$ cat config.mk
export PLATFORM = sky130hd
export DESIGN_NAME = ras_chain
export DESIGN_NICKNAME = d
export VERILOG_FILES = /design/src/rtl/ras_pkg.sv /design/src/rtl/ras_carry.sv /design/src/rtl/ras_qreg.sv /design/src/rtl/ras_slice.sv /design/src/rtl/ras_chain.sv
export SDC_FILE = /design/constraint.sdc
export NUM_CORES = 1
export LEC_CHECK = 0
export ABC_AREA = 0
export CORE_MARGIN = 3
export CORE_UTILIZATION = 45
export DETAILED_ROUTE_END_ITERATION = 6
export GPL_TIMING_DRIVEN = 0
export PLACE_DENSITY = 0.71
export SLEW_MARGIN = 40
export SYNTH_ARGS = -nofsm -noshare
export SYNTH_HDL_FRONTEND = slang
export SYNTH_HIERARCHICAL = 1
export SYNTH_SLANG_ARGS = --single-unit
$ cat constraint.sdc
create_clock -name clk -period 9.36 [get_ports clk]
set_input_delay 2.808 -clock clk [delete_from_list [all_inputs] [get_ports clk]]
set_output_delay 2.808 -clock clk [all_outputs]
set_load 0.02 [all_outputs]
$ cat src/rtl/ras_pkg.sv
package ras_pkg;
  localparam int SLICE_W = 4;

  typedef enum logic [1:0] {
    M_COUNT = 2'b00,
    M_MAC   = 2'b01,
    M_EQ    = 2'b10,
    M_RSVD  = 2'b11
  } mode_t;

  typedef struct packed {
    logic [SLICE_W-1:0] p;
    logic [SLICE_W-1:0] g;
    logic               inv;
  } pg_t;

  // Propagate/generate terms that turn the shared chain into each function.
  function automatic pg_t select_pg(mode_t m, logic [SLICE_W-1:0] a,
                                    logic ctl, logic [SLICE_W-1:0] b);
    pg_t r;
    logic [SLICE_W-1:0] y;
    r = '0;
    case (m)
      M_COUNT: begin
        // down count: invert, increment, invert back
        r.p   = ctl ? a : ~a;
        r.g   = '0;
        r.inv = ~ctl;
      end
      M_MAC: begin
        y   = ctl ? b : '0;
        r.p = a ^ y;
        r.g = a & y;
      end
      M_EQ: begin
        // each mismatching bit generates, every bit propagates
        r.p = '1;
        r.g = a ^ b;
      end
      default: begin
        r.p = a;
        r.g = '0;
      end
    endcase
    return r;
  endfunction

  function automatic logic [SLICE_W-1:0] shape_result(mode_t m,
      logic [SLICE_W-1:0] a, logic [SLICE_W-1:0] b, logic inv,
      logic [SLICE_W-1:0] sum);
    case (m)
      M_COUNT: return inv ? ~sum : sum;
      M_MAC:   return sum;
      M_EQ:    return a ^ b;
      default: return a;
    endcase
  endfunction
endpackage

$ cat src/rtl/ras_carry.sv
module ras_carry #(
  parameter int W = 4
) (
  input  logic [W-1:0] p,
  input  logic [W-1:0] g,
  input  logic         cin,
  output logic [W:0]   c
);
  assign c[0] = cin;
  for (genvar i = 0; i < W; i++) begin : g_bit
    assign c[i+1] = g[i] | (p[i] & c[i]);
  end
endmodule

$ cat src/rtl/ras_qreg.sv
module ras_qreg #(
  parameter int W = 4
) (
  input  logic         clk,
  input  logic         rst,
  input  logic         ce,
  input  logic [W-1:0] d,
  output logic [W-1:0] q
);
  always_ff @(posedge clk) begin
    if (rst)     q <= '0;
    else if (ce) q <= d;
  end


  load_chk: assert property (@(posedge clk) disable iff (rst)
    ce |=> (q == $past(d)));

  hold_chk: assert property (@(posedge clk) disable iff (rst)
    !ce |=> $stable(q));

  reset_clear_chk: assert property (@(posedge clk) rst |=> (q == '0));
endmodule

$ cat src/rtl/ras_slice.sv
module ras_slice
  import ras_pkg::*;
(
  input  logic               clk,
  input  logic               rst,
  input  logic               ce,
  input  mode_t              mode,
  input  logic [SLICE_W-1:0] a,
  input  logic               ctl,
  input  logic [SLICE_W-1:0] b,
  input  logic               cin,
  output logic [SLICE_W-1:0] f,
  output logic [SLICE_W-1:0] q,
  output logic               cout
);
  pg_t                sel;
  logic [SLICE_W:0]   carry;
  logic [SLICE_W-1:0] sum;
  logic               terminal_up;
  logic               terminal_dn;

  assign sel = select_pg(mode, a, ctl, b);

  ras_carry #(.W(SLICE_W)) u_chain (
    .p   (sel.p),
    .g   (sel.g),
    .cin (cin),
    .c   (carry)
  );

  assign sum  = sel.p ^ carry[SLICE_W-1:0];
  assign f    = shape_result(mode, a, b, sel.inv, sum);
  assign cout = (mode == M_RSVD) ? 1'b0 : carry[SLICE_W];

  assign terminal_up = (mode == M_COUNT) && ctl  && cin && (a == '1);
  assign terminal_dn = (mode == M_COUNT) && !ctl && cin && (a == '0);

  ras_qreg #(.W(SLICE_W)) u_q (
    .clk (clk),
    .rst (rst),
    .ce  (ce),
    .d   (f),
    .q   (q)
  );


  up_terminal_chk: assert property (@(posedge clk) disable iff (rst)
    terminal_up |-> (cout && f == '0));

  dn_terminal_chk: assert property (@(posedge clk) disable iff (rst)
    terminal_dn |-> (cout && f == '1));

  count_carry_chk: assert property (@(posedge clk) disable iff (rst)
    ((mode == M_COUNT) && !terminal_up && !terminal_dn) |-> !cout);
endmodule

$ cat src/rtl/ras_chain.sv
module ras_chain
  import ras_pkg::*;
#(
  parameter int NSLICE = 4,
  localparam int W = NSLICE * SLICE_W
) (
  input  logic         clk,
  input  logic         rst,
  input  logic         ce,
  input  logic [1:0]   mode_i,
  input  logic [W-1:0] a_i,
  input  logic         ctl_i,
  input  logic [W-1:0] b_i,
  input  logic         cin_i,
  output logic [W-1:0] f_o,
  output logic [W-1:0] q_o,
  output logic         cout_o
);
  mode_t           mode;
  logic [NSLICE:0] link;
  logic            mismatch;

  assign mode    = mode_t'(mode_i);
  // comparator: carry into the lowest slice is tied low
  assign link[0] = (mode == M_EQ) ? 1'b0 : cin_i;

  for (genvar s = 0; s < NSLICE; s++) begin : g_slice
    ras_slice u_slice (
      .clk  (clk),
      .rst  (rst),
      .ce   (ce),
      .mode (mode),
      .a    (a_i[s*SLICE_W +: SLICE_W]),
      .ctl  (ctl_i),
      .b    (b_i[s*SLICE_W +: SLICE_W]),
      .cin  (link[s]),
      .f    (f_o[s*SLICE_W +: SLICE_W]),
      .q    (q_o[s*SLICE_W +: SLICE_W]),
      .cout (link[s+1])
    );
  end

  assign cout_o   = link[NSLICE];
  assign mismatch = |(a_i ^ b_i);


  eq_cascade_chk: assert property (@(posedge clk) disable iff (rst)
    (mode == M_EQ) |-> (cout_o == mismatch));

  mac_add_chk: assert property (@(posedge clk) disable iff (rst)
    (mode == M_MAC && ctl_i) |-> ({cout_o, f_o} == ({1'b0, a_i} + {1'b0, b_i} + (W+1)'(cin_i))));

  mac_pass_chk: assert property (@(posedge clk) disable iff (rst)
    (mode == M_MAC && !ctl_i && !cin_i) |-> (f_o == a_i && !cout_o));
endmodule

==> results of run 1 <==
tightest hold or removal path: stages (launching register included):
cell	delay (ns)
dfxtp_1	0.32
mux2i_1	0.06
nor2_1	0.07
layout by cell type, fill, tap and decap left out, types with 2 or more instances in the layout:
cell and n:
clkdlybuf4s50_1 51, xor2_1 46, buf_4 40, o21ai_1 26, buf_2 22, nor2_1 19
o211ai_1 18, a22o_1 16, nor3b_1 16, a21o_1 16, mux2i_1 16, dfxtp_1 16
xnor2_1 15, nor2b_1 15, a22oi_1 15, a2bb2oi_1 14, and2_1 14, ha_1 14
buf_6 13, nand2b_1 12, o211ai_2 12, and2b_4 7, and2_4 5, clkbuf_8 4
a31o_1 4, clkbuf_2 4, buf_12 3, o21ai_0 3, a21boi_2 3, dlygate4sd2_1 3
buf_8 2, or2b_1 2, a22oi_2 2, ha_4 2, a2bb2oi_2 2, dlymetal6s2s_1 2
routing by layer:
metal / vias up / GRT usage / part of all wire
met1: 1537 / 0.269 / 0.44
met2: 88 / 0.364 / 0.50
met4: 0 / 0.0561 / 0.011
met5: - / 0 / 0
met3: 8 / 0.0183 / 0.045
li1: 1608 / - / -
timing repair:
item,4_1_cts,5_1_grt
pin swaps,25,21
setup buffers,21,9
gates resized for setup,73,19
endpoints found under the setup margin,11,7
gates cloned,0,0
through the flow:
stage          cells  utilization  area (sq um)  TNS, ns  total power, mW
2_1_floorplan    389            -          3260   -0.324            0.274
3_3_place_gp     554        0.593          4070   -14.93            0.357
3_5_place_dp     554        0.592          4070   -10.38            0.362
4_1_cts          579        0.635          4360   -0.451            0.444
5_1_grt          586        0.649          4460    -1.43            0.490
6_report         586        0.649          4460   -0.846            0.459
cells by family (layout without fill, tap and decap cells):
group | after synthesis | in the layout | share of synthesized area
AO/OA/AOI/OAI | 137 | 137 | 0.331
XOR/XNOR | 64 | 64 | 0.173
adder cells (fa/ha/maj) | 16 | 16 | 0.0619
buffers and inverters | 45 | 146 | 0.0933
flip-flops | 16 | 16 | 0.0991
multiplexers | 16 | 16 | 0.0496
AND/OR/NAND/NOR | 95 | 95 | 0.192
cell type report:
class,count,share of cell area
multi-input cells,328,0.610
repair buffers,97,0.204
plain buffers,44,0.0738
flip-flops and latches,16,0.0718
well taps,96,0.0269
clock buffers,4,0.0123
inverters,1,0.000842
where the power goes:
part / switching, mW / internal [mW] / total (mW)
Sequential: 0.00381 / 0.0751 / 0.0790
Combinational: 0.153 / 0.165 / 0.318
Clock: 0.0241 / 0.0373 / 0.0614
worst max path at each step:
stage	startpoint	end	slack, ns	cells after the start
after global placement	mode_i[1]	f_o[15]	-2.15	24
after CTS	ctl_i	f_o[15]	-0.28	24
after global routing	ctl_i	f_o[15]	-0.49	24
after floorplan	ctl_i	f_o[15]	-0.26	23
after detailed placement	mode_i[0]	f_o[15]	-1.81	24
final	ctl_i	f_o[15]	-0.31	24
==> results by group, run 1 <==
Clocking
  – Max Buffers Root-to-Sink: 2
  – Clock transition at the registers of the reported paths: 0.06 ns
  – CTS buffer count: 3
  – H-tree lvl count: 1
  – # clock sinks: 16
  – CTS tree: yes
  – CTS Hold Buffers Added: 0
  – Worst-Skew Late Latency: about 0.24 ns
  – Clock Root Buffer: clkbuf_8

Setup path
  – Cells on worst reg2reg path: 2
  – Max incr delay on CP: around 0.21 ns
  – CP cell instances: buf_12 > and2_4 > ha_4 > o21ai_2 > a22oi_1 > a21o_1 > a21o_1 > a31o_1 > a21boi_2 > a21o_1 > a21o_1 > a31o_1 > a21boi_4 > a21o_1 > a21o_1 > a31o_1 > a21boi_2 > a21o_1 > a21o_1 > a21o_1 > xor2_1 > o211ai_1 > o211ai_2 > buf_6
  – Worst-path maximum fanout: 8
  – Worst Path Arrival: roughly 6.9 ns
  – Reg2reg start: g_slice[1].u_slice/u_q/q[0]
  – Most frequent cell on the critical path: a21o_1
  – CP required: approximately 6.6 ns
  – Slowest stage cell on the critical path: ha_4
  – CP startpoint kind: input port
  – R2r endpoint: g_slice[1].u_slice/u_q/q[0]
  – Setup crit end kind: output pin
  – CP bufs+invs: 2
  – R2R Setup Slk: slightly below 9 ns
  – Worst setup path category: input port to output pin
  – Top delay family on crit path: compound AO/OA/AOI/OAI gates

Yosys
  – Post-synth top area share: 0.130
  – Sequential cell area fraction in the yosys report: 0.0991
  – Largest area contributor in the netlist: xor2_1
  – Yosys warns: 6
  – EDFF count, synth: 0
  – Synth cell count leaders: xor2_1, o21ai_1, nor2_1, buf_2, o211ai_1
  – Synth Flop Type: dfxtp_1
  – Post-synth ARST share: 0
  – Synth cell types: 37
  – Most numerous cell in the Yosys netlist: xor2_1
  – Synthesized area: about 0.0032 sq mm
  – Seq cells post-synth: 16
  – Syn Nets: approximately 440
  – Synth area leaders: xor2_1, dfxtp_1, ha_1
  – Syn Area/Cell: a little over 8 sq um
  – Mapped Cells: 389

Power and ir drop
  – Max rail drop VDD: 47.6 uV
  – LEAKAGE: approximately 2.0 nW
  – Pwr/cell area: 103 mW/mm^2

STA
  – Fmax: roughly 100 MHz
  – Final Hold Vio Count: 0
  – Setup violators final: 4
  – Min Hold Slack: ~0.49 ns
  – Final Cycle Share: 1.03
  – RSZ-0062 raised after global routing: true
  – Fin worst setup slack: -0.311 ns
  – Worst rel slew slack: 0.620
  – Measured slew at the worst slew-check pin: ~0.57 ns
  – Layout Skew: 0 ns
  – Max Slew Vio Count: 0
  – Post-layout min period: 9.67 ns

Place
  – Port Buf Inserts: just under 70
  – Gpl congestion: between 0.8 and 0.9
  – Post-detail-place hpwl: 6.36 mm
  – Post-place setup slack: -1.81 ns

Drt
  – Routed Antenna Nets: 0
  – DRT iter0 DRCs: between 100 and 150
  – First-pass iteration count of the detailed router: 4
  – Via Count: between 3000 and 4000
  – DRC violations left: 0
  – Vias per cell: around 5.5
  – Total wire length: 8.99 mm
  – Avg WL per Cell: about 15 um

Finish
  – Largest registers: g_slice.u_slice/u_q/q x16
  – Multi-input logic area: about 0.0027 sq mm
  – Antenna Cells: 0
  – Share of cells above drive strength 1: 0.267
  – FILL cells: between 500 and 600
  – Nets@finish: between 500 and 600
  – P&R area growth vs syn: 37.9%
  – Register area: around 320 sq um
  – Number of flip-flops in the largest register: 16
  – Most flops, register: g_slice.u_slice/u_q/q

Global routing
  – Initial antenna violation count: 0
  – GRT Resource Usage Total: 0.207
  – Vias in the first global route: roughly 3200
  – Global-route wire length before repair: between 10 and 15 mm
  – GR Overflow Total: 0
  – Largest net degree at the start of global routing: 25

Run
  – Max_cap viols: 0

Floorplan
  – Die width: 90.7 um
  – Die area: around 0.0082 sq mm
  – Row cnt: 30
  – Core ar.: 0.00687 sq mm
  – Die height: between 90 and 100 um
  – IO Count: 72
  – Initial Util: 0.470

Status
  – Status: finished, violations left
  – Failing checks: negative setup slack

Worst hold path
  – Hold Path Sink: g_slice[0].u_slice/u_q/q[1]
  – Tightest Hold Check Type: register to register
  – Hold path cells: 2
  – Hold path startpoint: g_slice[0].u_slice/u_q/q[1]
Power figures use the tool's default switching activity.
==> run 2: changes to the inputs <==
--- a/config.mk
+++ b/config.mk
@@ -10,9 +10,8 @@
 export CORE_UTILIZATION = 45
 export DETAILED_ROUTE_END_ITERATION = 6
 export GPL_TIMING_DRIVEN = 0
-export PLACE_DENSITY = 0.71
+export PLACE_DENSITY = 0.74
 export SLEW_MARGIN = 40
 export SYNTH_ARGS = -nofsm -noshare
 export SYNTH_HDL_FRONTEND = slang
-export SYNTH_HIERARCHICAL = 1
 export SYNTH_SLANG_ARGS = --single-unit
==> run 2 against run 1 <==
  * The flow still finishes with violations (negative setup slack)
  * Cell count down 15%
  * Sequential power down 1%
  * Critical path depth is 33 higher
  * Count of clock-buffer cells in the layout shrank 1
  * Total power fell by 1.7%
  * Via count shrank 10%
  * First-iteration DRC count is 95% higher
  * Worst setup slack worse by 3.5 ns
  * Global-route usage is 4.0 points higher
  * Register-to-register slack got worse by 0.12 ns
  * Critical endpoint unchanged
  * Largest power group unchanged
==> results by group, run 2 <==
Place
  – Post-detail-place hpwl: 6.35 mm (was 6.36 mm)
  – Gpl congestion: 0.832 (was 0.889)
  – Area after DPL: 0.00369 sq mm (was 0.00407 sq mm)
  – Port Buf Inserts: 68 (was 69)
  – # placed instances: 483 (was 554)

STA
  – Fmax: 75.6 MHz (was 103 MHz)
  – Final Hold Vio Count: 0 (unchanged)
  – Layout Skew: 0 ns (unchanged)
  – Worst rel slew slack: 0.552 (was 0.620)
  – RSZ-0062 raised after global routing: true (unchanged)
  – Setup violators final: 15 (was 4)
  – Fin worst setup slack: -3.86 ns (was -0.311 ns)
  – Measured slew at the worst slew-check pin: 0.672 ns (was 0.568 ns)
  – Max Slew Vio Count: 0 (unchanged)
  – Post-layout min period: 13.22 ns (was 9.67 ns)
  – Final Cycle Share: 1.41 (was 1.03)

Setup path
  – CP startpoint kind: input port (unchanged)
  – Slowest stage cell on the critical path: ha_4 (unchanged)
  – CP required: 6.55 ns (about the same)
  – Most frequent cell on the critical path: a21oi_2 (was a21o_1)
  – Reg2reg start: g_slice[2].u_slice.u_q.q[2] (was g_slice[1].u_slice/u_q/q[0])
  – Setup crit end kind: output pin (unchanged)
  – R2r endpoint: g_slice[2].u_slice.u_q.q[2] (was g_slice[1].u_slice/u_q/q[0])
  – Worst-path maximum fanout: 3 (was 8)
  – Cells on worst reg2reg path: 2 (unchanged)
  – Worst setup path category: input port to output pin (unchanged)
  – Worst Path Arrival: 10.41 ns (was 6.86 ns)
  – Worst Setup EP: f_o[15] (unchanged)
  – Crit path launch: ctl_i (unchanged)
  – R2R Setup Slk: 8.59 ns (was 8.71 ns)
  – Max incr delay on CP: 0.32 ns (was 0.21 ns)

Yosys
  – EDFF count, synth: 0 (unchanged)
  – Synth area leaders: ha_1, dfxtp_1, mux2i_1 (was xor2_1, dfxtp_1, ha_1)
  – Largest area contributor in the netlist: ha_1 (was xor2_1)
  – Yosys warns: 0 (was 6)
  – Mapped Cells: 343 (was 389)
  – Seq cells post-synth: 16 (unchanged)
  – Compound-Gate Fraction of Synth Area: 0.307 (was 0.331)
  – Sequential cell area fraction in the yosys report: 0.116 (was 0.0991)
  – Synth cell types: 40 (was 37)
  – Synth Flop Type: dfxtp_1 (unchanged)
  – Post-synthesis xor/xnor area fraction: 0.0917 (was 0.173)
  – Most numerous cell in the Yosys netlist: ha_1 (was xor2_1)
  – Post-synth top area share: 0.145 (was 0.130)
  – Post-Synth Adder-Cell Area: 0.145 (was 0.0619)
  – Syn Area/Cell: 8.07 sq um (was 8.31 sq um)
  – Post-synth ARST share: 0 (unchanged)
  – Synthesized area: 0.00277 sq mm (was 0.00323 sq mm)
  – Syn Nets: 414 (was 444)
  – Largest family of logic cells by synthesized area: compound AO/OA/AOI/OAI gates (unchanged)
  – Synth Area in Simple Gates: 0.168 (was 0.192)
  – Mux share of post-synthesis cell area: 0.105 (was 0.0496)
  – Synth cell count leaders: ha_1, nor2_1, mux2i_1, and2_1, a21oi_1 (was xor2_1, o21ai_1, nor2_1, buf_2, o211ai_1)

Finish
  – Antenna Cells: 0 (unchanged)
  – Largest registers: g_slice.u_slice.u_q.q x16 (was g_slice.u_slice/u_q/q x16)
  – Most frequent cells in the layout: clkdlybuf4s50_1, nor2_1, mux2i_1 (was clkdlybuf4s50_1, xor2_1, buf_4)
  – Nets@finish: 500 (was 546)
  – Layout Cells excl Fill: 499 (was 586)
  – Cell area after layout: 0.00411 sq mm (was 0.00446 sq mm)
  – Commonest non-fill, non-tap cell in the layout: clkdlybuf4s50_1 (unchanged)
  – Share of cells above drive strength 1: 0.300 (was 0.267)
  – Most flops, register: g_slice.u_slice.u_q.q (was g_slice.u_slice/u_q/q)
  – Number of flip-flops in the largest register: 16 (unchanged)
  – P&R area growth vs syn: 48.3% (was 37.9%)
  – Final Core Density: 0.715 (was 0.649)

Global routing
  – Largest net degree at the start of global routing: 11 (was 25)
  – GRT Resource Usage Total: 0.247 (was 0.207)
  – GR Overflow Total: 0 (unchanged)
  – Initial antenna violation count: 0 (unchanged)
  – Vias in the first global route: 2914 (was 3203)
  – Global-route wire length before repair: 14.5 mm (was 14.7 mm)

Drt
  – Avg WL per Cell: 18.2 um (was 15.3 um)
  – Routed Antenna Nets: 0 (unchanged)
  – Vias per cell: 5.83 (was 5.53)
  – Total wire length: 9.07 mm (was 8.99 mm)
  – First-pass iteration count of the detailed router: 4 (unchanged)
  – DRC violations left: 0 (unchanged)
  – DRT iter0 DRCs: 205 (was 105)
  – Via Count: 2909 (was 3241)

Run
  – Max_cap viols: 0 (unchanged)

Power and ir drop
  – LEAKAGE: 1.67 nW (was 1.99 nW)
  – Pwr/cell area: 110 mW/mm^2 (was 103 mW/mm^2)
  – Max rail drop VDD: 106 uV (was 47.6 uV)

Floorplan
  – Die height: 84.4 um (was 90.7 um)
  – Initial Util: 0.482 (was 0.470)
  – IO Count: 72 (unchanged)
  – Die area: 0.00713 sq mm (was 0.00823 sq mm)
  – Core ar.: 0.00574 sq mm (was 0.00687 sq mm)
  – Row cnt: 27 (was 30)
  – Die width: 84.4 um (was 90.7 um)

Clocking
  – Worst-Skew Late Latency: 0.24 ns (about the same)
  – H-tree lvl count: 1 (unchanged)
  – CTS tree: yes (unchanged)
  – Clock Root Buffer: clkbuf_8 (unchanged)
  – Max Buffers Root-to-Sink: 2 (unchanged)
  – CTS Hold Buffers Added: 0 (unchanged)
  – Clock transition at the registers of the reported paths: 0.06 ns (about the same)
  – CTS buffer count: 3 (unchanged)
  – # clock sinks: 16 (unchanged)

Worst hold path
  – Tightest Hold Check Type: register to register (unchanged)

Status
  – Status: finished, violations left (unchanged)
  – Failing checks: negative setup slack (unchanged)
## run 2: changes by cell type after synthesis, sizes merged, moves of 10 or more
cell    previous run  this run
o21ai             30        20
nor2              20        32
o211ai            30         6
o21a               0        14
a21oi              0        21
a22o              16         0
buf               40        23
ha                16        32
mux2i             16        29
xor2              48        17
nor3b             16         0
a21o              16         0
## run 2: worst min-delay path by stage
stage / startpoint / endpoint / slack [ns] / cells after the start
final: g_slice[3].u_slice.u_q.q[2] / g_slice[3].u_slice.u_q.q[2] / 0.54 / 2
after detailed placement: g_slice[3].u_slice.u_q.q[2] / g_slice[3].u_slice.u_q.q[2] / 0.53 / 2
after global routing: g_slice[3].u_slice.u_q.q[2] / g_slice[3].u_slice.u_q.q[2] / 0.56 / 2
after global placement: g_slice[3].u_slice.u_q.q[2] / g_slice[3].u_slice.u_q.q[2] / 0.52 / 2
after floorplan: g_slice[3].u_slice.u_q.q[2] / g_slice[3].u_slice.u_q.q[2] / 0.60 / 2
after CTS: g_slice[3].u_slice.u_q.q[2] / g_slice[3].u_slice.u_q.q[2] / 0.54 / 2
## run 2: timing repair
| item | in CTS | in global routing |
|---|---|---|
| pin swaps | 21 | 14 |
| gates resized for setup | 111 | 19 |
| endpoints found under the setup margin | 19 | 18 |
| setup buffers | 10 | 3 |
## run 2: per-layer routing
| metal | track usage | part of all wire | wire length (um) | vias to the layer above |
|---|---|---|---|---|
| met1 | 0.340 | 0.44 | 4010 | 1350 |
| met4 | 0.0763 | 0.017 | 150 | 0 |
| met5 | 0 | 0 | 0 | - |
| li1 | - | - | - | 1430 |
| met3 | 0.0383 | 0.086 | 780 | 11 |
| met2 | 0.397 | 0.46 | 4130 | 118 |
## run 2: critical path: cells and delay by family
kind / cells / cell delay [ns]
buf+inv: 4 / 0.50
fa+ha+maj: 17 / 3.51
mux: 1 / 0.12
simple gates: 2 / 0.18
compound gates: 33 / 3.28
## run 2: power breakdown
| group | switching [mW] | total, mW | internal (mW) | leakage, nW |
|---|---|---|---|---|
| sequential | 0.00335 | 0.0782 | 0.0748 | 0.133 |
| clock | 0.0217 | 0.0502 | 0.0285 | 0.0216 |
| combinational | 0.162 | 0.323 | 0.161 | 1.51 |
| total | 0.187 | 0.451 | 0.264 | 1.67 |
## run 2: kinds of logic after synthesis
logic type      Yosys count
simple gates             87
mux                      29
fa+ha+maj                32
buf+inv                  32
compound gates          118
xor+xnor                 29
flops                    16
## run 2: through the flow
step,TNS [ns],total power [mW],setup WS [ns],hold WS [ns]
after global routing,-31.00,0.479,-4.28,0.557
after global placement,-44.06,0.346,-5.00,0.517
after floorplan,-17.66,0.256,-2.99,0.601
after CTS,-26.32,0.428,-3.99,0.536
after detailed placement,-45.15,0.351,-5.09,0.527
final,-25.70,0.451,-3.86,0.544
## run 2: final cells by class
class	count	area, sq um
multi-input cells	295	2620
fillers	443	1640
repair buffers	81	779
flip-flops and latches	16	320
plain buffers	28	241
well taps	72	90.1
clock buffers	3	41.3
inverters	4	15.0
